<file path="config.mk">
export PLATFORM = sky130hd
export DESIGN_NAME = owire_rom_layer
export DESIGN_NICKNAME = d
export VERILOG_FILES = /design/src/rtl/owire_rom_pkg.sv /design/src/rtl/owire_id_store.sv /design/src/rtl/owire_byte_rx.sv /design/src/rtl/owire_rom_flags.sv /design/src/rtl/owire_rom_layer.sv
export SDC_FILE = /design/constraint.sdc
export NUM_CORES = 1
export LEC_CHECK = 0
export ABC_AREA = 1
export BUFFER_PORTS_ARGS = -buffer_cell sky130_fd_sc_hd__buf_2
export CORE_UTILIZATION = 59
export DETAILED_ROUTE_END_ITERATION = 10
export PLACE_DENSITY = 0.78
export SLEW_MARGIN = 20
export SYNTH_ARGS = -nofsm -noshare
export SYNTH_HDL_FRONTEND = slang
export SYNTH_SLANG_ARGS = --single-unit
export TNS_END_PERCENT = 30
</file>
<file path="constraint.sdc">
create_clock -name clk -period 3.9 [get_ports clk]
set_input_delay 0.78 -clock clk [delete_from_list [all_inputs] [get_ports clk]]
set_output_delay 0.78 -clock clk [all_outputs]
set_load 0.05 [all_outputs]
</file>
<file path="src/rtl/owire_rom_pkg.sv">
package owire_rom_pkg;

  localparam int FAM_W = 8;
  localparam int SER_W = 48;
  localparam int CRC_W = 8;
  localparam int ID_W  = FAM_W + SER_W + CRC_W;
  localparam int CMD_W = 8;

  typedef enum logic [2:0] {
    ST_IDLE,
    ST_CMD,
    ST_READ,
    ST_MATCH,
    ST_SEARCH,
    ST_MEM
  } rom_state_e;

  localparam logic [CMD_W-1:0] CMD_READ     = 8'h33;
  localparam logic [CMD_W-1:0] CMD_MATCH    = 8'h55;
  localparam logic [CMD_W-1:0] CMD_SEARCH   = 8'hF0;
  localparam logic [CMD_W-1:0] CMD_SKIP     = 8'hCC;
  localparam logic [CMD_W-1:0] CMD_RESUME   = 8'hA5;
  localparam logic [CMD_W-1:0] CMD_OD_SKIP  = 8'h3C;
  localparam logic [CMD_W-1:0] CMD_OD_MATCH = 8'h69;

  // CRC-8, x^8+x^5+x^4+1, reflected form, data LSB first
  function automatic logic [CRC_W-1:0] id_crc8(input logic [FAM_W+SER_W-1:0] d);
    logic [CRC_W-1:0] c;
    logic fb;
    c = '0;
    for (int i = 0; i < FAM_W + SER_W; i++) begin
      fb = c[0] ^ d[i];
      c  = {1'b0, c[CRC_W-1:1]};
      if (fb) c = c ^ 8'h8C;
    end
    return c;
  endfunction

endpackage

</file>
<file path="src/rtl/owire_id_store.sv">
module owire_id_store
  import owire_rom_pkg::*;
#(
  parameter logic [FAM_W-1:0] FAMILY = 8'h2D,
  parameter logic [SER_W-1:0] SERIAL = 48'h0A1B_3C4D_5E6F
) (
  output logic [ID_W-1:0] id_word
);
  localparam logic [CRC_W-1:0] ID_CRC = id_crc8({SERIAL, FAMILY});

  assign id_word = {ID_CRC, SERIAL, FAMILY};
endmodule

</file>
<file path="src/rtl/owire_byte_rx.sv">
module owire_byte_rx #(
  parameter int BYTE_W = 8
) (
  input  logic              clk,
  input  logic              rst_n,
  input  logic              clr,
  input  logic              stb,
  input  logic              bit_in,
  output logic              done,
  output logic [BYTE_W-1:0] byte_val
);
  localparam int CNT_W = $clog2(BYTE_W);
  localparam logic [CNT_W-1:0] CNT_LAST = CNT_W'(BYTE_W - 1);

  logic [BYTE_W-2:0] sh_q, sh_n;
  logic [CNT_W-1:0]  cnt_q, cnt_n;
  logic              en;

  assign byte_val = {bit_in, sh_q};
  assign done     = stb && (cnt_q == CNT_LAST);
  assign en       = clr || stb;

  always_comb begin
    sh_n  = sh_q;
    cnt_n = cnt_q;
    if (clr) begin
      cnt_n = '0;
    end else if (stb) begin
      sh_n  = byte_val[BYTE_W-1:1];
      cnt_n = done ? '0 : cnt_q + 1'b1;
    end
  end

  always_ff @(posedge clk or negedge rst_n) begin
    if (!rst_n) begin
      sh_q  <= '0;
      cnt_q <= '0;
    end else if (en) begin
      sh_q  <= sh_n;
      cnt_q <= cnt_n;
    end
  end
endmodule

</file>
<file path="src/rtl/owire_rom_flags.sv">
module owire_rom_flags (
  input  logic clk,
  input  logic rst_n,
  input  logic od_set,
  input  logic od_clr,
  input  logic rc_set,
  input  logic rc_clr,
  output logic od_q,
  output logic rc_q
);
  logic od_n, rc_n, en;

  assign en = od_set || od_clr || rc_set || rc_clr;

  always_comb begin
    od_n = od_q;
    rc_n = rc_q;
    if (od_set)      od_n = 1'b1;
    else if (od_clr) od_n = 1'b0;
    if (rc_set)      rc_n = 1'b1;
    else if (rc_clr) rc_n = 1'b0;
  end

  always_ff @(posedge clk or negedge rst_n) begin
    if (!rst_n) begin
      od_q <= 1'b0;
      rc_q <= 1'b0;
    end else if (en) begin
      od_q <= od_n;
      rc_q <= rc_n;
    end
  end
endmodule

</file>
<file path="src/rtl/owire_rom_layer.sv">
module owire_rom_layer
  import owire_rom_pkg::*;
#(
  parameter logic [FAM_W-1:0] FAMILY_CODE = 8'h2D,
  parameter logic [SER_W-1:0] SERIAL_NUM  = 48'h0A1B_3C4D_5E6F
) (
  input  logic clk,
  input  logic rst_n,
  input  logic ev_reset,
  input  logic ev_reset_od,
  input  logic ev_rx,
  input  logic rx_bit,
  input  logic ev_tx_req,
  output logic tx_bit,
  output logic presence,
  output logic selected,
  output logic od_mode,
  output logic rc_flag
);
  localparam int IDX_W = $clog2(ID_W);
  localparam logic [IDX_W-1:0] IDX_LAST = IDX_W'(ID_W - 1);

  // reset: asserted asynchronously, released on the clock
  logic [1:0] rs_q;
  logic       rst_q;
  always_ff @(posedge clk or negedge rst_n) begin
    if (!rst_n) rs_q <= 2'b00;
    else        rs_q <= {rs_q[0], 1'b1};
  end
  assign rst_q = rs_q[1];

  rom_state_e       state_q, state_n;
  logic [IDX_W-1:0] idx_q, idx_n;
  logic [1:0]       ph_q, ph_n;
  logic             odm_q, odm_n;
  logic             odb_q, odb_n;
  logic             sel_n;
  logic             od_set, od_clr, rc_set, rc_clr;
  logic [ID_W-1:0]  id_word;
  logic             id_bit;
  logic             cmd_done;
  logic [CMD_W-1:0] cmd_byte;
  logic             cmd_stb;

  owire_id_store #(.FAMILY(FAMILY_CODE), .SERIAL(SERIAL_NUM)) u_id (
    .id_word(id_word)
  );

  assign cmd_stb = ev_rx && !ev_reset && (state_q == ST_CMD);

  owire_byte_rx #(.BYTE_W(CMD_W)) u_cmd (
    .clk     (clk),
    .rst_n   (rst_q),
    .clr     (ev_reset),
    .stb     (cmd_stb),
    .bit_in  (rx_bit),
    .done    (cmd_done),
    .byte_val(cmd_byte)
  );

  owire_rom_flags u_flags (
    .clk   (clk),
    .rst_n (rst_q),
    .od_set(od_set),
    .od_clr(od_clr),
    .rc_set(rc_set),
    .rc_clr(rc_clr),
    .od_q  (od_mode),
    .rc_q  (rc_flag)
  );

  assign id_bit = id_word[idx_q];

  always_comb begin
    tx_bit = 1'b1;
    case (state_q)
      ST_READ:   tx_bit = id_bit;
      ST_SEARCH: if (ph_q == 2'd0) tx_bit = id_bit;
                 else if (ph_q == 2'd1) tx_bit = ~id_bit;
      default:   tx_bit = 1'b1;
    endcase
  end

  always_comb begin
    state_n = state_q;
    idx_n   = idx_q;
    ph_n    = ph_q;
    odm_n   = odm_q;
    odb_n   = odb_q;
    sel_n   = 1'b0;
    od_set  = 1'b0;
    od_clr  = 1'b0;
    rc_set  = 1'b0;
    rc_clr  = 1'b0;
    if (ev_reset) begin
      state_n = ST_CMD;
      idx_n   = '0;
      ph_n    = 2'd0;
      od_clr  = !ev_reset_od;
    end else begin
      case (state_q)
        ST_CMD: if (cmd_done) begin
          idx_n = '0;
          ph_n  = 2'd0;
          case (cmd_byte)
            CMD_READ:   begin rc_clr = 1'b1; state_n = ST_READ; end
            CMD_MATCH:  begin rc_clr = 1'b1; odm_n = 1'b0; state_n = ST_MATCH; end
            CMD_SEARCH: begin rc_clr = 1'b1; state_n = ST_SEARCH; end
            CMD_SKIP:   begin rc_clr = 1'b1; sel_n = 1'b1; state_n = ST_MEM; end
            CMD_RESUME: begin
              if (rc_flag) begin sel_n = 1'b1; state_n = ST_MEM; end
              else state_n = ST_IDLE;
            end
            CMD_OD_SKIP: begin
              rc_clr = 1'b1; od_set = 1'b1; sel_n = 1'b1; state_n = ST_MEM;
            end
            CMD_OD_MATCH: begin
              rc_clr = 1'b1; od_set = 1'b1; odm_n = 1'b1; odb_n = od_mode;
              state_n = ST_MATCH;
            end
            default: state_n = ST_IDLE;
          endcase
        end
        ST_READ: if (ev_tx_req) begin
          if (idx_q == IDX_LAST) begin sel_n = 1'b1; state_n = ST_MEM; end
          else idx_n = idx_q + 1'b1;
        end
        ST_MATCH: if (ev_rx) begin
          if (rx_bit != id_bit) begin
            state_n = ST_IDLE;
            od_clr  = odm_q && !odb_q;
          end else if (idx_q == IDX_LAST) begin
            rc_set = 1'b1; sel_n = 1'b1; state_n = ST_MEM;
          end else begin
            idx_n = idx_q + 1'b1;
          end
        end
        ST_SEARCH: begin
          if (ev_tx_req && ph_q != 2'd2) begin
            ph_n = ph_q + 2'd1;
          end else if (ev_rx && ph_q == 2'd2) begin
            ph_n = 2'd0;
            if (rx_bit != id_bit) begin
              state_n = ST_IDLE;
            end else if (idx_q == IDX_LAST) begin
              rc_set = 1'b1; sel_n = 1'b1; state_n = ST_MEM;
            end else begin
              idx_n = idx_q + 1'b1;
            end
          end
        end
        default: ;
      endcase
    end
  end

  always_ff @(posedge clk or negedge rst_q) begin
    if (!rst_q) begin
      state_q  <= ST_IDLE;
      idx_q    <= '0;
      ph_q     <= 2'd0;
      odm_q    <= 1'b0;
      odb_q    <= 1'b0;
      presence <= 1'b0;
      selected <= 1'b0;
    end else begin
      state_q  <= state_n;
      idx_q    <= idx_n;
      ph_q     <= ph_n;
      odm_q    <= odm_n;
      odb_q    <= odb_n;
      presence <= ev_reset;
      selected <= sel_n;
    end
  end

  assert_presence_R1: assert property (@(posedge clk) disable iff (!rst_q)
    ev_reset |=> presence);
  assert_std_reset_R2: assert property (@(posedge clk) disable iff (!rst_q)
    (ev_reset && !ev_reset_od) |=> !od_mode);
  assert_od_reset_R2: assert property (@(posedge clk) disable iff (!rst_q)
    (ev_reset && ev_reset_od) |=> (od_mode == $past(od_mode)));
  assert_sel_pulse_R11: assert property (@(posedge clk) disable iff (!rst_q)
    selected |=> !selected);
  assert_mismatch_R6: assert property (@(posedge clk) disable iff (!rst_q)
    (state_q == ST_MATCH && ev_rx && !ev_reset && rx_bit != id_bit) |=> !selected);
  assert_resume_R10: assert property (@(posedge clk) disable iff (!rst_q)
    (cmd_done && !ev_reset && cmd_byte == CMD_RESUME && !rc_flag) |=> (!selected && !rc_flag));
  assert_od_skip_R8: assert property (@(posedge clk) disable iff (!rst_q)
    (cmd_done && !ev_reset && cmd_byte == CMD_OD_SKIP) |=> (od_mode && !rc_flag && selected));
endmodule

</file>
==> results of run 1 <==
## power breakdown
group | switching, mW | internal [mW] | total (mW)
combinational | 0.198 | 0.0964 | 0.295
clock | 0.100 | 0.0849 | 0.185
sequential | 0.0510 | 0.344 | 0.395
## Yosys cell counts (5+ instances only)
| cell type | count | area (µm²) |
|---|---|---|
| inv_1 | 32 | 120 |
| nor3_1 | 7 | 35.0 |
| a21oi_1 | 8 | 40.0 |
| inv_2 | 5 | 18.8 |
| nand2_1 | 84 | 315 |
| ha_1 | 10 | 125 |
| nand3_1 | 25 | 125 |
| dfrtp_1 | 29 | 726 |
| o21ai_0 | 15 | 75.1 |
| nor2_1 | 21 | 78.8 |
## sequential cells by signal (all words and copies together) (netlist names)
name	cells
odb_q	1
rs_q	2
odm_q	1
state_q	3
ph_q	2
u_flags.od_q	1
u_cmd.cnt_q	3
u_flags.rc_q	1
presence	1
selected	1
idx_q	6
u_cmd.sh_q	7
## worst max-delay path, stage by stage, from the launching register on
cell and delay, ns:
dfrtp_1 0.49, inv_1 0.14, ha_1 0.32, nor2_1 0.11
nor2_1 0.05, nand2_1 0.07, nand3_1 0.11, nand2_1 0.13
a21oi_1 0.07, a22oi_1 0.13, buf_2 0.28
## kinds of logic after synthesis
| logic type | synth area share (%) |
|---|---|
| simple gates | 36.9 |
| buf+inv | 9.22 |
| compound gates | 10.3 |
| flops | 35.9 |
| fa+ha+maj | 6.19 |
| xor+xnor | 1.30 |
| other cells | 0.185 |
## per-layer routing
layer  GRT usage, %  vias up  part of all wire, %
met5              0        -                    0
met4           8.77        0                  1.2
met3           5.76        5                  3.9
met2           40.7       35                   47
met1           33.8      786                   48
li1               -      917                    -
## layout make-up
cell class	count	area (µm²)
multi-input cells	204	1110
well taps	44	55.1
repair buffers	11	55.1
fillers	291	1000
clock buffers	7	55.1
inverters	38	148
flip-flops and latches	29	727
## worst paths after layout
check,endpoint,depth (start not counted)
min in group clk,rs_q[1],0
hold reg to reg,presence,0
setup reg to reg,state_q[1],12
setup / recovery,tx_bit,10
max in group asynchronous,u_cmd.sh_q[6],0
hold / removal,rs_q[1],1
## per-stage QoR
| stage | utilization, % | total power, mW |
|---|---|---|
| 3_3_place_gp | 66.4 | 0.690 |
| 2_1_floorplan | - | 0.630 |
| 6_report | 68.2 | 0.875 |
| 4_1_cts | 68.1 | 0.874 |
| 5_1_grt | 68.2 | 0.937 |
| 3_5_place_dp | 66.4 | 0.692 |
==> flow_metrics.py, run 1 <==
metrics = {
    "die": {
        "coreArea_um2": 3150,
        "die-area_um2": 3670,
        "initial_utilization_pct": 64.1,
        "row_count": 20,
        "die_x_um": 60.5,
        "ios": 12,
        "die_y_um": 60.5,
    },
    "clock_tree": {
        "clock_latency_ns": 0.33,
        "cts_resized": 0,
        "cts_made_buffers": 5,
        "clk_pin_slew_ns": 0.09,
        "cts_tree": "done",
        "cts_buffer_depth": 2,
        "clock-sinks": 29,
        "cts_setup_buffers": 0,
        "root_buffer": "clkbuf_4",
        "cts_hold_buf": 0,
        "cts_max_level": 2,
    },
    "timing": {
        "min_period_ns": 3.01,
        "slew_headroom_pct": 60.2,
        "post-route-period-util_pct": 77.2,
        "setup-tns-final_ns": 0,
        "worst_pin_slew_ns": 0.597,
        "finalClockSkew_ns": 0.0160,
        "setup_viol": 0,
        "drv_slew": 0,
        "hold_viol": 0,
        "rsz0062_at_grt": "false",
        "post-route-worst-setup-slack_ns": 0.888,
        "max_freq_mhz": 332,
        "hold_slack_ns": 0.233,
    },
    "placed_design": {
        "placedCellCount": 326,
        "dpl.hpwl_um": 3070,
        "placedInstanceArea_um2": 2090,
        "place.gp.congestion": 0.902,
        "dp_slack_ns": 1.26,
        "portBuffers": 11,
    },
    "setup_path": {
        "worstPathMaxFanout": 8,
        "path_class": "flip-flop to output port",
        "required_ns": 3.12,
        "cp.arrival_ns": 2.23,
        "setup.worst_path.start": "idx_q[0]",
        "rr_startpoint": "idx_q[0]",
        "startpoint_type": "flip-flop",
        "ff2ff_setup_slack_ns": 1.86,
        "end_kind": "output port",
    },
    "logic_synthesis": {
        "synth_nets": 293,
        "ys_types": 38,
        "yosysSeqAreaShare_pct": 35.9,
        "ys_ff_latch": 29,
        "yosysWarnings": 0,
        "synth_edf_count": 0,
        "netlist_area_um2": 2020,
        "synth_ff_type": "dfrtp_1",
        "async_flop_share_pct": 100,
        "synthCells": 276,
        "syn-mean-instance-area_um2": 7.33,
    },
    "finish": {
        "layout-drive-gt1-share_pct": 13.5,
        "final_cell_mix": "nand2_1 (84), inv_1 (32), dfrtp_1 (28), nand3_1 (25), nor2_1 (21)",
        "nets": 306,
        "area_growth_pct": 6.31,
        "final_cell_count_no_fill": 333,
        "final_common_cell": "nand2_1",
        "finalInstanceArea_um2": 2150,
        "diodes": 0,
    },
    "global_route": {
        "grt_pass1_wl_um": 6700,
        "grt_max_degree": 28,
        "grt_overflow_total": 0,
        "grt_use_total_pct": 25.3,
        "first_global_vias": 1530,
        "antenna_found_initial": 0,
    },
    "route": {
        "drt-pass1-iter-count": 4,
        "ant_nets": 0,
        "drc_errors": 0,
        "routedWlPerCell_um": 12.3,
        "vias": 1743,
        "avgViaCountPerCell": 5.23,
        "drt_iter0_drc": 135,
        "drt-total-wl_um": 4090,
    },
    "hold_path": {
        "hp-class": "primary input to async pin",
    },
    "job": {
        "drv_cap": 0,
    },
    "power": {
        "vdd_drop_max_uv": 341,
        "p_leak_nw": 1.11,
        "powerDensity_nw_per_um2": 407,
    },
    "status": {
        "status": "finished, final reports clean",
    },
}
Note: power is estimated with default switching activity, not from simulation.
==> inputs of run 2 (changes only) <==
==> constraint.sdc (replaced) <==
create_clock -name clk -period 2.9 [get_ports clk]
set_input_delay 0.58 -clock clk [delete_from_list [all_inputs] [get_ports clk]]
set_output_delay 0.58 -clock clk [all_outputs]
set_load 0.05 [all_outputs]
==> flow_metrics.py, run 2 (synthesis gave the netlist of run 1 again) <==
metrics = {
    "setup_path": {
        "end_kind": "output port",
        "rr_startpoint": "idx_q[0]",
        "reg2reg_to": "state_q[1]",
        "crit_path_end": "tx_bit",
        "startpoint_type": "flip-flop",
        "required_ns": 2.32,
        "setup.worst_path.start": "idx_q[0]",
        "path_class": "flip-flop to output port",
        "worstPathMaxFanout": 8,
        "rr_worst_depth": 12,
        "cp.arrival_ns": 2.15,
        "ff2ff_setup_slack_ns": 0.94,
    },
    "clock_tree": {
        "cts_made_buffers": 5,
        "clock_latency_ns": 0.33,
        "cts_tree": "done",
        "root_buffer": "clkbuf_4",
        "cts_setup_buffers": 0,
        "clk_pin_slew_ns": 0.09,
        "cts_buffer_depth": 2,
        "cts_max_level": 2,
        "clock-sinks": 29,
        "cts_hold_buf": 0,
    },
    "die": {
        "die_x_um": 60.5,
        "row_count": 20,
        "initial_utilization_pct": 64.1,
        "die_y_um": 60.5,
        "ios": 12,
        "coreArea_um2": 3150,
        "die-area_um2": 3670,
    },
    "route": {
        "ant_nets": 0,
        "drc_errors": 0,
        "avgViaCountPerCell": 5.23,
        "drt-pass1-iter-count": 4,
        "drt-total-wl_um": 4090,
        "vias": 1743,
        "routedWlPerCell_um": 12.3,
        "drt_iter0_drc": 135,
    },
    "finish": {
        "final_common_cell": "nand2_1",
        "nets": 306,
        "reg_top3": "u_cmd.sh_q: 7 flops, idx_q: 6 flops",
        "largest_register_ffs": 7,
        "final_cell_mix": "nand2_1 (84), inv_1 (32), dfrtp_1 (27), nand3_1 (25), nor2_1 (21)",
        "area_growth_pct": 6.37,
        "finalInstanceArea_um2": 2150,
        "layout-drive-gt1-share_pct": 13.8,
        "nFillCells": 290,
        "diodes": 0,
        "top_register": "u_cmd.sh_q",
    },
    "placed_design": {
        "portBuffers": 11,
        "placedInstanceArea_um2": 2090,
        "dpl.hpwl_um": 3070,
        "place.gp.congestion": 0.902,
    },
    "power": {
        "p_leak_nw": 1.10,
        "vdd_drop_max_uv": 459,
        "power_mw": 1.18,
        "powerDensity_nw_per_um2": 547,
    },
    "timing": {
        "setup-tns-final_ns": 0,
        "drv_slew": 0,
        "slew_headroom_pct": 60.2,
        "worst_pin_slew_ns": 0.596,
        "post-route-period-util_pct": 94.2,
        "max_freq_mhz": 366,
        "hold_viol": 0,
        "min_period_ns": 2.73,
        "setup_viol": 0,
        "finalClockSkew_ns": 0.0160,
        "rsz0062_at_grt": "false",
    },
    "global_route": {
        "antenna_found_initial": 0,
        "grt_pass1_wl_um": 6700,
        "first_global_vias": 1530,
        "grt_overflow_total": 0,
        "grt_use_total_pct": 25.3,
        "grt_max_degree": 28,
    },
    "status": {
        "status": "finished, final reports clean",
    },
    "job": {
        "drv_cap": 0,
    },
    "hold_path": {
        "hp-class": "primary input to async pin",
    },
}
-- run 2: cell counts in the layout (fill, tap and decap cells not counted) --
No cell type changed its count.
-- run 2: where the power goes --
group | switching [mW] | total (mW) | leakage [nW] | internal (mW)
registers | 0.0686 | 0.532 | 0.386 | 0.463
clock network | 0.135 | 0.249 | 0.0314 | 0.114
logic | 0.267 | 0.396 | 0.688 | 0.130
total | 0.470 | 1.18 | 1.10 | 0.707
-- run 2: per-stage QoR --
stage | utilization [%] | hold slack (ns) | worst slack (ns) | std cells
6_report | 68.2 | 0.0332 | 0.169 | 333
5_1_grt | 68.2 | 0.0107 | 0.0223 | 333
4_1_cts | 68.1 | 0.0249 | 0.0729 | 333
3_5_place_dp | 66.4 | 0.345 | 0.456 | 326
3_3_place_gp | 66.4 | 0.342 | 0.521 | 326
2_1_floorplan | - | 0.284 | 0.214 | 276
-- run 2: timing repair --
item	CTS	global route
endpoints found under the hold margin	0	0
gates resized for setup	0	1
endpoints found under the setup margin	0	1
-- run 2: critical path, stage by stage (launching register included) --
cell,delay [ns]
dfrtp_2,0.45
inv_1,0.11
ha_1,0.32
nor2_1,0.11
nor2_1,0.05
nand2_1,0.07
nand3_1,0.11
nand2_1,0.13
a21oi_1,0.07
a22oi_1,0.13
buf_2,0.28
-- run 2: area by class of cell --
cell class              instances  area, µm²  area share, %
flip-flops and latches         29        728           33.9
repair buffers                 11       55.1           2.56
clock buffers                   7       55.1           2.56
well taps                      44       55.1           2.56
multi-input cells             204       1110           51.6
inverters                      38        148           6.86
-- run 2: metal layers --
metal	track usage (%)	routed length, µm
met2	40.7	1910
met5	0	0
met1	33.8	1970
met3	5.76	160
met4	8.77	49
-- run 2: worst min-delay path by stage --
stage                         end  depth (start not counted)  slack (ns)
after floorplan           rs_q[0]                          0        0.28
after global placement    rs_q[1]                          0        0.34
after detailed placement  rs_q[1]                          0        0.34
after CTS                 rs_q[1]                          1        0.02
after global routing      rs_q[1]                          1        0.01
final                     rs_q[1]                          1        0.03
==> inputs of run 3 (changes only) <==
--- a/config.mk
+++ b/config.mk
@@ -9,6 +9,7 @@
 export BUFFER_PORTS_ARGS = -buffer_cell sky130_fd_sc_hd__buf_2
 export CORE_UTILIZATION = 59
 export DETAILED_ROUTE_END_ITERATION = 10
+export GPL_TIMING_DRIVEN = 0
 export PLACE_DENSITY = 0.78
 export SLEW_MARGIN = 20
 export SYNTH_ARGS = -nofsm -noshare
==> flow_metrics.py, run 3 (synthesis gave the netlist of run 1 again) <==
metrics = {
    "power": {
        "powerDensity_nw_per_um2": 538,
        "p_leak_nw": 1.14,
        "vdd_drop_max_uv": 433,
    },
    "die": {
        "die_y_um": 60.5,
        "row_count": 20,
        "die_x_um": 60.5,
        "die-area_um2": 3670,
        "coreArea_um2": 3150,
        "ios": 12,
        "initial_utilization_pct": 64.1,
    },
    "finish": {
        "largest_register_ffs": 7,
        "layout-drive-gt1-share_pct": 14.9,
        "area_growth_pct": 8.91,
        "final_common_cell": "nand2_1",
        "top_register": "u_cmd.sh_q",
        "diodes": 0,
        "final_cell_mix": "nand2_1 (84), inv_1 (32), dfrtp_1 (27), nand3_1 (25), nor2_1 (21)",
        "nets": 312,
        "reg_top3": "u_cmd.sh_q: 7 flops, idx_q: 6 flops",
    },
    "timing": {
        "min_period_ns": 2.72,
        "drv_slew": 0,
        "setup_viol": 0,
        "rsz0062_at_grt": "false",
        "max_freq_mhz": 367,
        "finalClockSkew_ns": 0.00516,
        "post-route-period-util_pct": 93.9,
        "worst_pin_slew_ns": 0.586,
        "post-route-worst-setup-slack_ns": 0.178,
        "slew_headroom_pct": 60.9,
        "hold_viol": 0,
        "setup-tns-final_ns": 0,
    },
    "route": {
        "drt_iter0_drc": 120,
        "drc_errors": 0,
        "routedWlPerCell_um": 12.0,
        "avgViaCountPerCell": 5.21,
        "drt-total-wl_um": 4070,
        "ant_nets": 0,
        "vias": 1766,
        "drt-pass1-iter-count": 4,
    },
    "clock_tree": {
        "cts_buffer_depth": 2,
        "cts_max_level": 2,
        "cts_tree": "done",
        "clk_pin_slew_ns": 0.09,
        "root_buffer": "clkbuf_4",
        "cts_setup_buffers": 0,
        "cts_made_buffers": 5,
        "clock_latency_ns": 0.33,
        "clock-sinks": 29,
    },
    "setup_path": {
        "startpoint_type": "flip-flop",
        "path_class": "flip-flop to output port",
        "required_ns": 2.32,
        "end_kind": "output port",
        "worstPathMaxFanout": 8,
        "cp.arrival_ns": 2.14,
    },
    "hold_path": {
        "hp-class": "flip-flop to async pin",
    },
    "global_route": {
        "grt_overflow_total": 0,
        "first_global_vias": 1601,
        "grt_max_degree": 28,
        "grt_use_total_pct": 25.6,
        "antenna_found_initial": 0,
        "grt_pass1_wl_um": 6820,
    },
    "status": {
        "status": "finished, final reports clean",
    },
    "job": {
        "drv_cap": 0,
    },
    "placed_design": {
        "portBuffers": 11,
        "place.gp.congestion": 0.931,
        "dp_slack_ns": 0.386,
        "dpl.hpwl_um": 3070,
    },
}
run 3: cell types whose count changed in the layout (fill, tap and decap cells not counted), sizes merged:
| cell | delta |
|---|---|
| dlygate4sd3 | +1 |
| buf | +4 |
| clkbuf | +1 |
run 3: power breakdown:
| group | switching [mW] | internal [mW] |
|---|---|---|
| sequential | 0.0687 | 0.463 |
| clock | 0.137 | 0.114 |
| combinational | 0.270 | 0.133 |
run 3: layout make-up:
| class | count | area, µm² |
|---|---|---|
| Buffer | 5 | 38.8 |
| Inverter | 38 | 148 |
| Tap cell | 44 | 55.1 |
| Multi-Input combinational cell | 204 | 1110 |
| Fill cell | 268 | 951 |
| Timing Repair Buffer | 12 | 67.6 |
| Clock buffer | 7 | 55.1 |
| Sequential cell | 29 | 728 |
run 3: repair_timing:
action	in CTS	in global routing
setup endpoints to repair	0	1
endpoints found under the hold margin	0	2
hold buffers	0	1
gates resized for setup	0	3
run 3: path summary, 6_finish.rpt:
check	startpoint	endpoint	slack, ns	cells after the start
worst max register to register	idx_q[0]	state_q[0]	0.95	11
min in group clk	rs_q[0]	rs_q[1]	0.36	0
worst min-delay path	rs_q[1]	idx_q[5]	0.28	0
worst max-delay path	idx_q[0]	tx_bit	0.18	10
worst min register to register	rs_q[1]	idx_q[5]	0.28	0
max in group asynchronous	rs_q[1]	idx_q[0]	2.21	0
run 3: critical path: stages (launching register included):
cell and delay (ns):
dfrtp_2 0.45, inv_1 0.11, ha_1 0.33, nor2_1 0.11, nor2_1 0.05, nand2_1 0.06, nand3_1 0.11, nand2_1 0.14
a21oi_1 0.08, a22oi_1 0.15, buf_4 0.23
run 3: stage by stage:
stage | cell area, µm² | util, % | instances | total power, mW | hold WS (ns)
detailed placement | 2130 | 67.6 | 331 | 0.936 | 0.338
CTS | 2190 | 69.4 | 338 | 1.19 | 0.00599
global placement | 2130 | 67.6 | 331 | 0.932 | 0.342
finish | 2200 | 69.8 | 339 | 1.19 | 0.276
floorplan | 2020 | - | 276 | 0.847 | 0.284
global route | 2200 | 69.8 | 339 | 1.28 | 0.335
run 3: routing by layer:
| metal | global-route usage, % | wire length (µm) | vias up |
|---|---|---|---|
| met5 | 0 | 0 | - |
| li1 | - | - | 932 |
| met3 | 5.97 | 163 | 6 |
| met4 | 11.0 | 47 | 0 |
| met2 | 40.2 | 1840 | 43 |
| met1 | 34.1 | 2010 | 785 |
